### src/rtl/tls_pkg.sv
`timescale 1ns/1ps
package tls_pkg;
    localparam int ADDR_W = 5;

    localparam logic [ADDR_W-1:0] A_CFG   = 5'h00;
    localparam logic [ADDR_W-1:0] A_STAT  = 5'h01;
    localparam logic [ADDR_W-1:0] A_HIST  = 5'h02;
    localparam logic [ADDR_W-1:0] A_LOST  = 5'h03;
    localparam logic [ADDR_W-1:0] A_THST  = 5'h04;
    localparam logic [ADDR_W-1:0] A_FLST  = 5'h05;
    localparam logic [ADDR_W-1:0] A_HILIM = 5'h08;
    localparam logic [ADDR_W-1:0] A_LOLIM = 5'h0C;
    localparam logic [ADDR_W-1:0] A_THLIM = 5'h10;

    localparam int CFG_MASK  = 7;
    localparam int CFG_CMP   = 5;
    localparam int CFG_RANGE = 2;

    typedef enum logic [1:0] {
        AL_IDLE = 2'd0,
        AL_INT  = 2'd1,
        AL_CMP  = 2'd2
    } alert_state_t;

    typedef enum logic {
        CMP_CLEAR = 1'b0,
        CMP_TRIP  = 1'b1
    } trip_state_t;
endpackage

### src/rtl/tls_regs.sv
`timescale 1ns/1ps
module tls_regs
    import tls_pkg::*;
#(
    parameter int NCH = 3,
    parameter int TW  = 11
) (
    input  logic                    clk,
    input  logic                    rst,
    input  logic                    wr_en,
    input  logic                    rd_en,
    input  logic [ADDR_W-1:0]       addr,
    input  logic [TW-1:0]           wdata,
    output logic [TW-1:0]           rdata,
    output logic                    cfg_mask,
    output logic                    cfg_cmp,
    output logic                    cfg_range,
    output logic [NCH-1:0][TW-1:0]  hi_lim,
    output logic [NCH-1:0][TW-1:0]  lo_lim,
    output logic [NCH-1:0][TW-1:0]  th_lim,
    input  logic                    busy,
    input  logic                    shdn,
    input  logic [NCH-1:0]          hi_st,
    input  logic [NCH-1:0]          lo_st,
    input  logic [NCH-1:0]          th_st,
    input  logic [NCH-1:0]          flt_st,
    output logic                    clr_hi,
    output logic                    clr_lo,
    output logic                    clr_th,
    output logic                    clr_flt
);
    localparam logic [TW-1:0] LIM_MAX = '1;

    always_ff @(posedge clk) begin
        if (rst) begin
            cfg_mask  <= 1'b0;
            cfg_cmp   <= 1'b0;
            cfg_range <= 1'b0;
        end else if (wr_en && addr == A_CFG) begin
            cfg_mask  <= wdata[CFG_MASK];
            cfg_cmp   <= wdata[CFG_CMP];
            cfg_range <= wdata[CFG_RANGE];
        end
    end

    for (genvar g = 0; g < NCH; g++) begin : g_lim
        localparam logic [ADDR_W-1:0] AH = A_HILIM + ADDR_W'(g);
        localparam logic [ADDR_W-1:0] AL = A_LOLIM + ADDR_W'(g);
        localparam logic [ADDR_W-1:0] AT = A_THLIM + ADDR_W'(g);
        always_ff @(posedge clk) begin
            if (rst) begin
                hi_lim[g] <= LIM_MAX;
                lo_lim[g] <= '0;
                th_lim[g] <= LIM_MAX;
            end else if (wr_en) begin
                if (addr == AH) hi_lim[g] <= wdata;
                if (addr == AL) lo_lim[g] <= wdata;
                if (addr == AT) th_lim[g] <= wdata;
            end
        end
    end

    assign clr_hi  = rd_en && addr == A_HIST;
    assign clr_lo  = rd_en && addr == A_LOST;
    assign clr_th  = rd_en && addr == A_THST;
    assign clr_flt = rd_en && addr == A_FLST;

    always_comb begin
        rdata = '0;
        if (addr == A_CFG) begin
            rdata[CFG_MASK]  = cfg_mask;
            rdata[CFG_CMP]   = cfg_cmp;
            rdata[CFG_RANGE] = cfg_range;
        end else if (addr == A_STAT) begin
            rdata[7] = busy;
            rdata[4] = |hi_st;
            rdata[3] = |lo_st;
            rdata[2] = |flt_st;
            rdata[1] = |th_st;
            rdata[0] = shdn;
        end else if (addr == A_HIST) begin
            rdata[NCH-1:0] = hi_st;
        end else if (addr == A_LOST) begin
            rdata[NCH-1:0] = lo_st;
        end else if (addr == A_THST) begin
            rdata[NCH-1:0] = th_st;
        end else if (addr == A_FLST) begin
            rdata[NCH-1:0] = flt_st;
        end else begin
            for (int c = 0; c < NCH; c++) begin
                if (addr == A_HILIM + ADDR_W'(c)) rdata = hi_lim[c];
                if (addr == A_LOLIM + ADDR_W'(c)) rdata = lo_lim[c];
                if (addr == A_THLIM + ADDR_W'(c)) rdata = th_lim[c];
            end
        end
    end

    // configuration returns to zero after reset
    p_cfg_reset_r1: assert property (@(posedge clk)
        $past(rst) |-> (!cfg_mask && !cfg_cmp && !cfg_range));
endmodule

### src/rtl/tls_chan.sv
`timescale 1ns/1ps
module tls_chan
    import tls_pkg::*;
#(
    parameter int TW     = 11,
    parameter int HYST   = 80,
    parameter bit IS_EXT = 1'b1
) (
    input  logic          clk,
    input  logic          rst,
    input  logic          upd,
    input  logic [TW-1:0] code,
    input  logic [TW-1:0] hi_lim,
    input  logic [TW-1:0] lo_lim,
    input  logic [TW-1:0] th_lim,
    input  logic          fault,
    input  logic          clr_hi,
    input  logic          clr_lo,
    input  logic          clr_th,
    input  logic          clr_flt,
    output logic          hi_st,
    output logic          lo_st,
    output logic          th_st,
    output logic          flt_st,
    output logic          th_live,
    output logic          cmp_act
);
    trip_state_t   trip_q, trip_d;
    logic [TW-1:0] rel_lim;
    logic          is_hi, is_lo, is_th, flt_in;

    assign is_hi   = code > hi_lim;
    assign is_lo   = code < lo_lim;
    assign is_th   = code > th_lim;
    assign flt_in  = IS_EXT ? fault : 1'b0;
    assign rel_lim = (hi_lim >= TW'(HYST)) ? hi_lim - TW'(HYST) : '0;

    always_ff @(posedge clk) begin
        if (rst) begin
            hi_st   <= 1'b0;
            lo_st   <= 1'b0;
            th_st   <= 1'b0;
            flt_st  <= 1'b0;
            th_live <= 1'b0;
        end else begin
            hi_st  <= (upd && is_hi) || (hi_st  && !clr_hi);
            lo_st  <= (upd && is_lo) || (lo_st  && !clr_lo);
            th_st  <= (upd && is_th) || (th_st  && !clr_th);
            flt_st <= flt_in         || (flt_st && !clr_flt);
            if (upd) th_live <= is_th;
        end
    end

    always_ff @(posedge clk) begin
        if (rst) trip_q <= CMP_CLEAR;
        else     trip_q <= trip_d;
    end

    always_comb begin
        trip_d = trip_q;
        unique case (trip_q)
            CMP_CLEAR: if (upd && is_hi)            trip_d = CMP_TRIP;
            CMP_TRIP:  if (upd && code < rel_lim)   trip_d = CMP_CLEAR;
            default:                                trip_d = CMP_CLEAR;
        endcase
    end

    always_comb cmp_act = (trip_q == CMP_TRIP);

    // a set high bit holds until its register is read
    p_hi_sticky_r3: assert property (@(posedge clk) disable iff (rst)
        (hi_st && !clr_hi) |=> hi_st);
    // a reading at or below the limit never raises a clear high bit
    p_hi_strict_r3: assert property (@(posedge clk) disable iff (rst)
        (!hi_st && !(upd && code > hi_lim)) |=> !hi_st);
    // reading clears the bit when no new exceed arrives
    p_hi_clear_r4: assert property (@(posedge clk) disable iff (rst)
        (clr_hi && !upd) |=> !hi_st);
    // the trip state only leaves on a reading
    p_trip_hold_r7: assert property (@(posedge clk) disable iff (rst)
        !upd |=> $stable(cmp_act));
endmodule

### src/rtl/tls_alert_fsm.sv
`timescale 1ns/1ps
module tls_alert_fsm
    import tls_pkg::*;
(
    input  logic clk,
    input  logic rst,
    input  logic cmp_mode,
    input  logic mask,
    input  logic int_cond,
    input  logic cmp_cond,
    output logic alert
);
    alert_state_t state_q, state_d;

    always_ff @(posedge clk) begin
        if (rst) state_q <= AL_IDLE;
        else     state_q <= state_d;
    end

    always_comb begin
        state_d = state_q;
        unique case (state_q)
            AL_IDLE: begin
                if (cmp_mode && cmp_cond)                state_d = AL_CMP;
                else if (!cmp_mode && !mask && int_cond) state_d = AL_INT;
            end
            AL_INT: begin
                if (cmp_mode)                state_d = cmp_cond ? AL_CMP : AL_IDLE;
                else if (mask || !int_cond)  state_d = AL_IDLE;
            end
            AL_CMP: begin
                if (!cmp_mode || !cmp_cond)  state_d = AL_IDLE;
            end
            default: state_d = AL_IDLE;
        endcase
    end

    always_comb alert = (state_q != AL_IDLE);

    // alert only follows a qualifying condition in the previous cycle
    p_alert_cause_r5: assert property (@(posedge clk) disable iff (rst)
        alert |-> $past((!cmp_mode && !mask && int_cond) || (cmp_mode && cmp_cond)));
    // mask keeps alert low in interrupt mode
    p_mask_r6: assert property (@(posedge clk) disable iff (rst)
        (mask && !cmp_mode) |=> !alert);
    // comparator mode ignores mask and follows the trip state
    p_cmp_follow_r7: assert property (@(posedge clk) disable iff (rst)
        (cmp_mode && cmp_cond) |=> alert);
endmodule

### src/rtl/tls_alert_ctrl.sv
`timescale 1ns/1ps
module tls_alert_ctrl
    import tls_pkg::*;
#(
    parameter int NCH      = 3,
    parameter int TW       = 11,
    parameter int FRAC     = 3,
    parameter int HYST_DEG = 10,
    parameter int SHDN_DEG = 100,
    parameter int SHDN_CH  = 1,
    localparam int CW      = (NCH > 1) ? $clog2(NCH) : 1
) (
    input  logic              clk,
    input  logic              rst,
    input  logic              temp_valid,
    input  logic [CW-1:0]     temp_sel,
    input  logic [TW-1:0]     temp_code,
    input  logic              conv_busy,
    input  logic [NCH-1:0]    diode_fault,
    input  logic              bus_wr,
    input  logic              bus_rd,
    input  logic [ADDR_W-1:0] bus_addr,
    input  logic [TW-1:0]     bus_wdata,
    output logic [TW-1:0]     bus_rdata,
    output logic              alert,
    output logic              therm_out,
    output logic              sys_shdn
);
    localparam int NORM_MAX = (1 << (TW - 1)) - 1;
    localparam int EXT_OFF  = 64 << FRAC;
    localparam int HYST     = HYST_DEG << FRAC;
    localparam int SHDN_N   = SHDN_DEG << FRAC;

    logic                   cfg_mask, cfg_cmp, cfg_range;
    logic [NCH-1:0][TW-1:0] hi_lim, lo_lim, th_lim;
    logic [NCH-1:0]         hi_st, lo_st, th_st, flt_st, th_live, cmp_act;
    logic                   clr_hi, clr_lo, clr_th, clr_flt;
    logic [TW-1:0]          eff_code, shdn_lim;
    logic                   shdn_q, shdn_upd;

    assign eff_code = cfg_range ? temp_code
                    : ((temp_code > TW'(NORM_MAX)) ? TW'(NORM_MAX) : temp_code);
    assign shdn_lim = cfg_range ? TW'(SHDN_N + EXT_OFF) : TW'(SHDN_N);
    assign shdn_upd = temp_valid && (temp_sel == CW'(SHDN_CH));

    always_ff @(posedge clk) begin
        if (rst)           shdn_q <= 1'b0;
        else if (shdn_upd) shdn_q <= eff_code > shdn_lim;
    end

    tls_regs #(.NCH(NCH), .TW(TW)) u_regs (
        .clk(clk), .rst(rst),
        .wr_en(bus_wr), .rd_en(bus_rd), .addr(bus_addr),
        .wdata(bus_wdata), .rdata(bus_rdata),
        .cfg_mask(cfg_mask), .cfg_cmp(cfg_cmp), .cfg_range(cfg_range),
        .hi_lim(hi_lim), .lo_lim(lo_lim), .th_lim(th_lim),
        .busy(conv_busy), .shdn(shdn_q),
        .hi_st(hi_st), .lo_st(lo_st), .th_st(th_st), .flt_st(flt_st),
        .clr_hi(clr_hi), .clr_lo(clr_lo), .clr_th(clr_th), .clr_flt(clr_flt)
    );

    for (genvar g = 0; g < NCH; g++) begin : g_ch
        tls_chan #(.TW(TW), .HYST(HYST), .IS_EXT(g != 0)) u_chan (
            .clk(clk), .rst(rst),
            .upd(temp_valid && temp_sel == CW'(g)),
            .code(eff_code),
            .hi_lim(hi_lim[g]), .lo_lim(lo_lim[g]), .th_lim(th_lim[g]),
            .fault(diode_fault[g]),
            .clr_hi(clr_hi), .clr_lo(clr_lo), .clr_th(clr_th), .clr_flt(clr_flt),
            .hi_st(hi_st[g]), .lo_st(lo_st[g]), .th_st(th_st[g]),
            .flt_st(flt_st[g]), .th_live(th_live[g]), .cmp_act(cmp_act[g])
        );
    end

    tls_alert_fsm u_fsm (
        .clk(clk), .rst(rst),
        .cmp_mode(cfg_cmp), .mask(cfg_mask),
        .int_cond(|hi_st || |lo_st || |flt_st),
        .cmp_cond(|cmp_act),
        .alert(alert)
    );

    assign therm_out = |th_live;
    assign sys_shdn  = shdn_q;

    // shutdown only moves on a reading of the shutdown channel
    p_shdn_hold_r9: assert property (@(posedge clk) disable iff (rst)
        !shdn_upd |=> $stable(sys_shdn));
    // a fault on the internal channel never latches
    p_int_fault_r11: assert property (@(posedge clk) disable iff (rst)
        (!flt_st[0]) |=> !flt_st[0]);
endmodule

### config.mk
export PLATFORM = sky130hd
export DESIGN_NAME = tls_alert_ctrl
export DESIGN_NICKNAME = d
export VERILOG_FILES = /design/src/rtl/tls_pkg.sv /design/src/rtl/tls_regs.sv /design/src/rtl/tls_chan.sv /design/src/rtl/tls_alert_fsm.sv /design/src/rtl/tls_alert_ctrl.sv
export SDC_FILE = /design/constraint.sdc
export NUM_CORES = 1
export LEC_CHECK = 0
export CAP_MARGIN = 15
export CORE_UTILIZATION = 37
export CTS_CLUSTER_SIZE = 20
export DETAILED_ROUTE_END_ITERATION = 6
export PLACE_DENSITY = 0.62
export SYNTH_ARGS = -nofsm -noshare
export SYNTH_HDL_FRONTEND = slang
export SYNTH_SLANG_ARGS = --single-unit
### constraint.sdc
create_clock -name clk -period 3.95 [get_ports clk]
set_clock_uncertainty 0.2 [all_clocks]
set_input_delay 0.79 -clock clk [delete_from_list [all_inputs] [get_ports clk]]
set_output_delay 0.79 -clock clk [all_outputs]
set_load 0.05 [all_outputs]
==> results.json <==
{
  "status": "completed",
  "diodes": 0,
  "final_net_count": 1476,
  "final-hold-violation-count": 0,
  "antenna_violating_nets_post_route": 0,
  "syn-cell-area_um2": 9430,
  "rsz0062_at_grt": "true",
  "synth_enable_flop_cells": 0,
  "wl_per_cell_um": 22.9,
  "critical_path.startpoint": "bus_addr[1]",
  "routed_via_density": 5.81,
  "finalSetupViolations": 0,
  "hold_start": "u_regs.lo_lim[4]",
  "ir_worst_vdd_uv": 283,
  "fmax_ghz": 0.255,
  "worst_slew_margin_rel": 0.391,
  "numCtsBuffers": 17,
  "startpoint_class": "input pin",
  "drive_above_1_share": 0.134,
  "drt_first_iter_violations": 1010,
  "post-route-period-util": 0.993,
  "remaining_drc_errors": 0,
  "ctsHoldBuffers": 0,
  "path_delay_family": "buffers and inverters",
  "critical_path.cell_chain": "clkdlybuf4s50_1 -> buf_6 -> nand2b_4 -> buf_6 -> buf_12 -> nor2_2 -> buf_4 -> a221oi_1 -> nand3_1 -> buf_12",
  "place.gp.congestion": 0.994,
  "placementRows": 58,
  "count_of_h_tree_levels_built_during_cts": 4,
  "timing.reg2reg.worst_path_depth": 10,
  "path_max_fanout": 7,
  "synth_ff_type": "sky130_fd_sc_hd__dfxtp_1",
  "worst_slew_pin_slew_ns": 0.910,
  "async_flop_share": 0,
  "timing_worst_setup_path_type": "input pin to output port",
  "critPathSlowestCell": "sky130_fd_sc_hd__clkdlybuf4s50_1",
  "numPortBuffers": 50,
  "drt_pre_antenna_iters": 6,
  "via_count_of_the_first_global_routing_pass": 9196,
  "finalMaxSlewViolations": 0,
  "wire_length_of_the_first_global_routing_pass_um": 56300,
  "cp_num_buf_inv": 6,
  "cp.arrival_ns": 2.93,
  "vias": 9575,
  "yosys_warnings": 0,
  "timing.rr.end": "g_ch[1].u_chan.cmp_act",
  "clkSlewWorstSetupHoldPaths_ns": 0.05,
  "power_density_nw_per_um2": 304,
  "clock_path_buffers": 2,
  "setup.reg_to_reg.worst_slack_ns": 0.78,
  "timing.max_cap.violations": 0,
  "grt_antenna_before_repair": 0,
  "grt.overflow.total": 0,
  "ys_seq_elements": 123,
  "whs_path_depth": 2,
  "cp_slowest_stage_delay_ns": 0.47,
  "cts.sinks": 123,
  "initial_standard_cell_utilization_of_the_core": 0.376,
  "post-route-worst-setup-slack_ns": 0.0290,
  "yosys.cell_types.count": 70,
  "fillCellCount": 2553,
  "synth_fp_nets": 1373,
  "grtUsageTotal": 0.293,
  "synthToLayoutAreaGrowth_pct": 23.5,
  "proportion_of_synthesized_chip_area_in_sequential_cells": 0.261,
  "critical_path_required_ns": 2.96,
  "p_total_w": 0.00354,
  "detailedPlace.worstSlack_ns": -0.0972,
  "die_width_um": 162,
  "postRouteWirelength_um": 37700,
  "die_area_um2": 26100,
  "leakage_nw": 5.36,
  "critical_path.endpoint_type": "output port",
  "fp.coreArea_um2": 25100,
  "holdCritPathClass": "register to register",
  "postSynthCellCount": 1203,
  "clk-insertion-delay-late_ns": 0.43,
  "grt_start_max_net_pins": 34,
  "r2r_path_start": "u_regs.cfg_range",
  "post-route-min-period_ns": 3.92,
  "pin_count": 52,
  "clock_tree_from_tritoncts": "yes",
  "chipHeight_um": 162,
  "detailed_place_hpwl_um": 28900,
  "clk_root_buf": "sky130_fd_sc_hd__clkbuf_16",
  "syn_avg_cell_area_um2": 7.84,
  "hold_ep": "u_regs.lo_lim[4]"
}
-- metal layers --
layer	vias up	wire length (um)	global-route usage
li1	4556	-	-
met1	4511	15800	0.377
met2	429	16500	0.456
met3	79	3600	0.0684
met4	0	1770	0.149
met5	-	0	0
-- flip-flops by register name, indices dropped and copies added, names as in the netlist --
| signal | cells |
|---|---|
| u_regs.hi_lim | 33 |
| u_regs.lo_lim | 33 |
| u_regs.th_lim | 33 |
| g_ch.u_chan.cmp_act | 3 |
| g_ch.u_chan.flt_st | 3 |
| g_ch.u_chan.hi_st | 3 |
| g_ch.u_chan.lo_st | 3 |
| g_ch.u_chan.th_live | 3 |
| g_ch.u_chan.th_st | 3 |
| u_fsm.state_q | 2 |
| sys_shdn | 1 |
| u_regs.cfg_cmp | 1 |
| u_regs.cfg_mask | 1 |
| u_regs.cfg_range | 1 |
-- placed cells by master (no fill, tap or decap), types with 5 or more instances in the layout --
cell type and count:
sky130_fd_sc_hd__a2111oi_0 8, sky130_fd_sc_hd__a211oi_1 12, sky130_fd_sc_hd__a21o_1 13, sky130_fd_sc_hd__a21oi_1 67, sky130_fd_sc_hd__a222oi_1 6, sky130_fd_sc_hd__a22oi_1 10, sky130_fd_sc_hd__a31oi_1 14, sky130_fd_sc_hd__and3_1 8
sky130_fd_sc_hd__buf_12 16, sky130_fd_sc_hd__buf_4 90, sky130_fd_sc_hd__buf_6 7, sky130_fd_sc_hd__clkbuf_16 17, sky130_fd_sc_hd__clkdlybuf4s50_1 34, sky130_fd_sc_hd__dfxtp_1 123, sky130_fd_sc_hd__ha_1 132, sky130_fd_sc_hd__inv_1 104
sky130_fd_sc_hd__mux2i_1 30, sky130_fd_sc_hd__nand2_1 179, sky130_fd_sc_hd__nand2b_1 27, sky130_fd_sc_hd__nand3_1 51, sky130_fd_sc_hd__nand3b_1 7, sky130_fd_sc_hd__nand4_1 23, sky130_fd_sc_hd__nor2_1 54, sky130_fd_sc_hd__nor2b_1 18
sky130_fd_sc_hd__nor3_1 14, sky130_fd_sc_hd__nor4_1 8, sky130_fd_sc_hd__o211ai_1 65, sky130_fd_sc_hd__o21a_1 6, sky130_fd_sc_hd__o21ai_0 43, sky130_fd_sc_hd__o22ai_1 7, sky130_fd_sc_hd__o31ai_1 5, sky130_fd_sc_hd__xnor2_1 14
-- worst max path at each step --
stage	to	slack (ns)	depth (start not counted)
floorplan	bus_rdata[2]	0.38	8
global placement	bus_rdata[1]	-0.10	9
detailed placement	bus_rdata[1]	-0.1	10
CTS	bus_rdata[1]	0.01	10
global route	bus_rdata[1]	-0.01	10
finish	bus_rdata[5]	0.03	10
-- tightest hold or removal path: cells and delay by family, from the launching register on --
family | cells | cell delay (ns)
AO/OA/AOI/OAI | 1 | 0.05
AND/OR/NAND/NOR | 1 | 0.05
flip-flops | 1 | 0.30
-- cell usage after synthesis (4+ instances only) --
master,n,area (um2)
sky130_fd_sc_hd__nand2_1,179,672
sky130_fd_sc_hd__ha_1,132,1650
sky130_fd_sc_hd__dfxtp_1,123,2460
sky130_fd_sc_hd__inv_1,105,394
sky130_fd_sc_hd__a21oi_1,67,335
sky130_fd_sc_hd__o211ai_1,65,488
sky130_fd_sc_hd__nor2_1,54,203
sky130_fd_sc_hd__nand3_1,51,255
sky130_fd_sc_hd__o21ai_0,43,215
sky130_fd_sc_hd__clkbuf_1,37,139
sky130_fd_sc_hd__mux2i_1,30,300
sky130_fd_sc_hd__nand2b_1,28,175
sky130_fd_sc_hd__buf_2,23,115
sky130_fd_sc_hd__nand4_1,23,144
sky130_fd_sc_hd__nor2b_1,18,113
sky130_fd_sc_hd__nor3_1,16,80.1
sky130_fd_sc_hd__a31oi_1,14,87.6
sky130_fd_sc_hd__xnor2_1,14,123
sky130_fd_sc_hd__a21o_1,13,97.6
sky130_fd_sc_hd__a211oi_1,12,90.1
sky130_fd_sc_hd__a22oi_1,10,75.1
sky130_fd_sc_hd__o22ai_1,10,62.6
sky130_fd_sc_hd__a2111oi_0,8,70.1
sky130_fd_sc_hd__and3_1,8,50.1
sky130_fd_sc_hd__nor4_1,8,50.1
sky130_fd_sc_hd__a221oi_1,7,61.3
sky130_fd_sc_hd__nand3b_1,7,52.6
sky130_fd_sc_hd__o21a_1,7,52.6
sky130_fd_sc_hd__a222oi_1,6,60.1
sky130_fd_sc_hd__o31ai_1,5,37.5
sky130_fd_sc_hd__buf_6,4,45.0
sky130_fd_sc_hd__nand4b_1,4,35.0
sky130_fd_sc_hd__nor3b_1,4,30.0
sky130_fd_sc_hd__or3_1,4,25.0
-- logic make-up (layout without fill, tap and decap cells) --
kind of cell	after synthesis	in the layout	synth area share
AO/OA/AOI/OAI	301	301	0.216
AND/OR/NAND/NOR	428	428	0.226
adder cells (fa/ha/maj)	132	132	0.175
XOR/XNOR	14	14	0.0130
multiplexers	31	31	0.0330
flip-flops	123	123	0.261
buffers and inverters	174	288	0.0767
-- power by group --
part | switching [W] | leakage [nW] | total, W | internal (W)
Sequential | 0.0000187 | 0.996 | 0.00127 | 0.00126
Clock | 0.000598 | 0.292 | 0.00163 | 0.00103
Combinational | 0.000381 | 4.07 | 0.000639 | 0.000259
Total | 0.000997 | 5.36 | 0.00354 | 0.00254
-- repair_timing --
action / 4_1_cts / 5_1_grt
pin swaps: 4 / 3
endpoints found under the setup margin: 8 / 7
setup buffers: 0 / 2
endpoints found under the hold margin: 0 / 0
resized for setup: 16 / 10
-- layout make-up --
| cell class | instances | area, um2 | share of cell area |
|---|---|---|---|
| multi-input combinational | 906 | 6320 | 0.543 |
| sequential | 123 | 2460 | 0.211 |
| timing repair buffer | 152 | 1460 | 0.125 |
| clock buffer | 22 | 474 | 0.0407 |
| tap | 330 | 413 | 0.0354 |
| inverter | 106 | 398 | 0.0342 |
| clock inverter | 8 | 118 | 0.0101 |
-- metrics by stage --
step	std cells	hold slack (ns)	TNS, ns	area, um2	utilization
after detailed placement	1616	0.235	-0.441	10900	0.436
final	1647	0.253	0	11600	0.464
after global placement	1616	0.240	-0.320	10900	0.436
after CTS	1646	0.253	0	11600	0.462
after floorplan	1203	0.217	0	9430	-
after global routing	1647	0.282	-0.0142	11600	0.464
(Power assumes the default switching activity.)
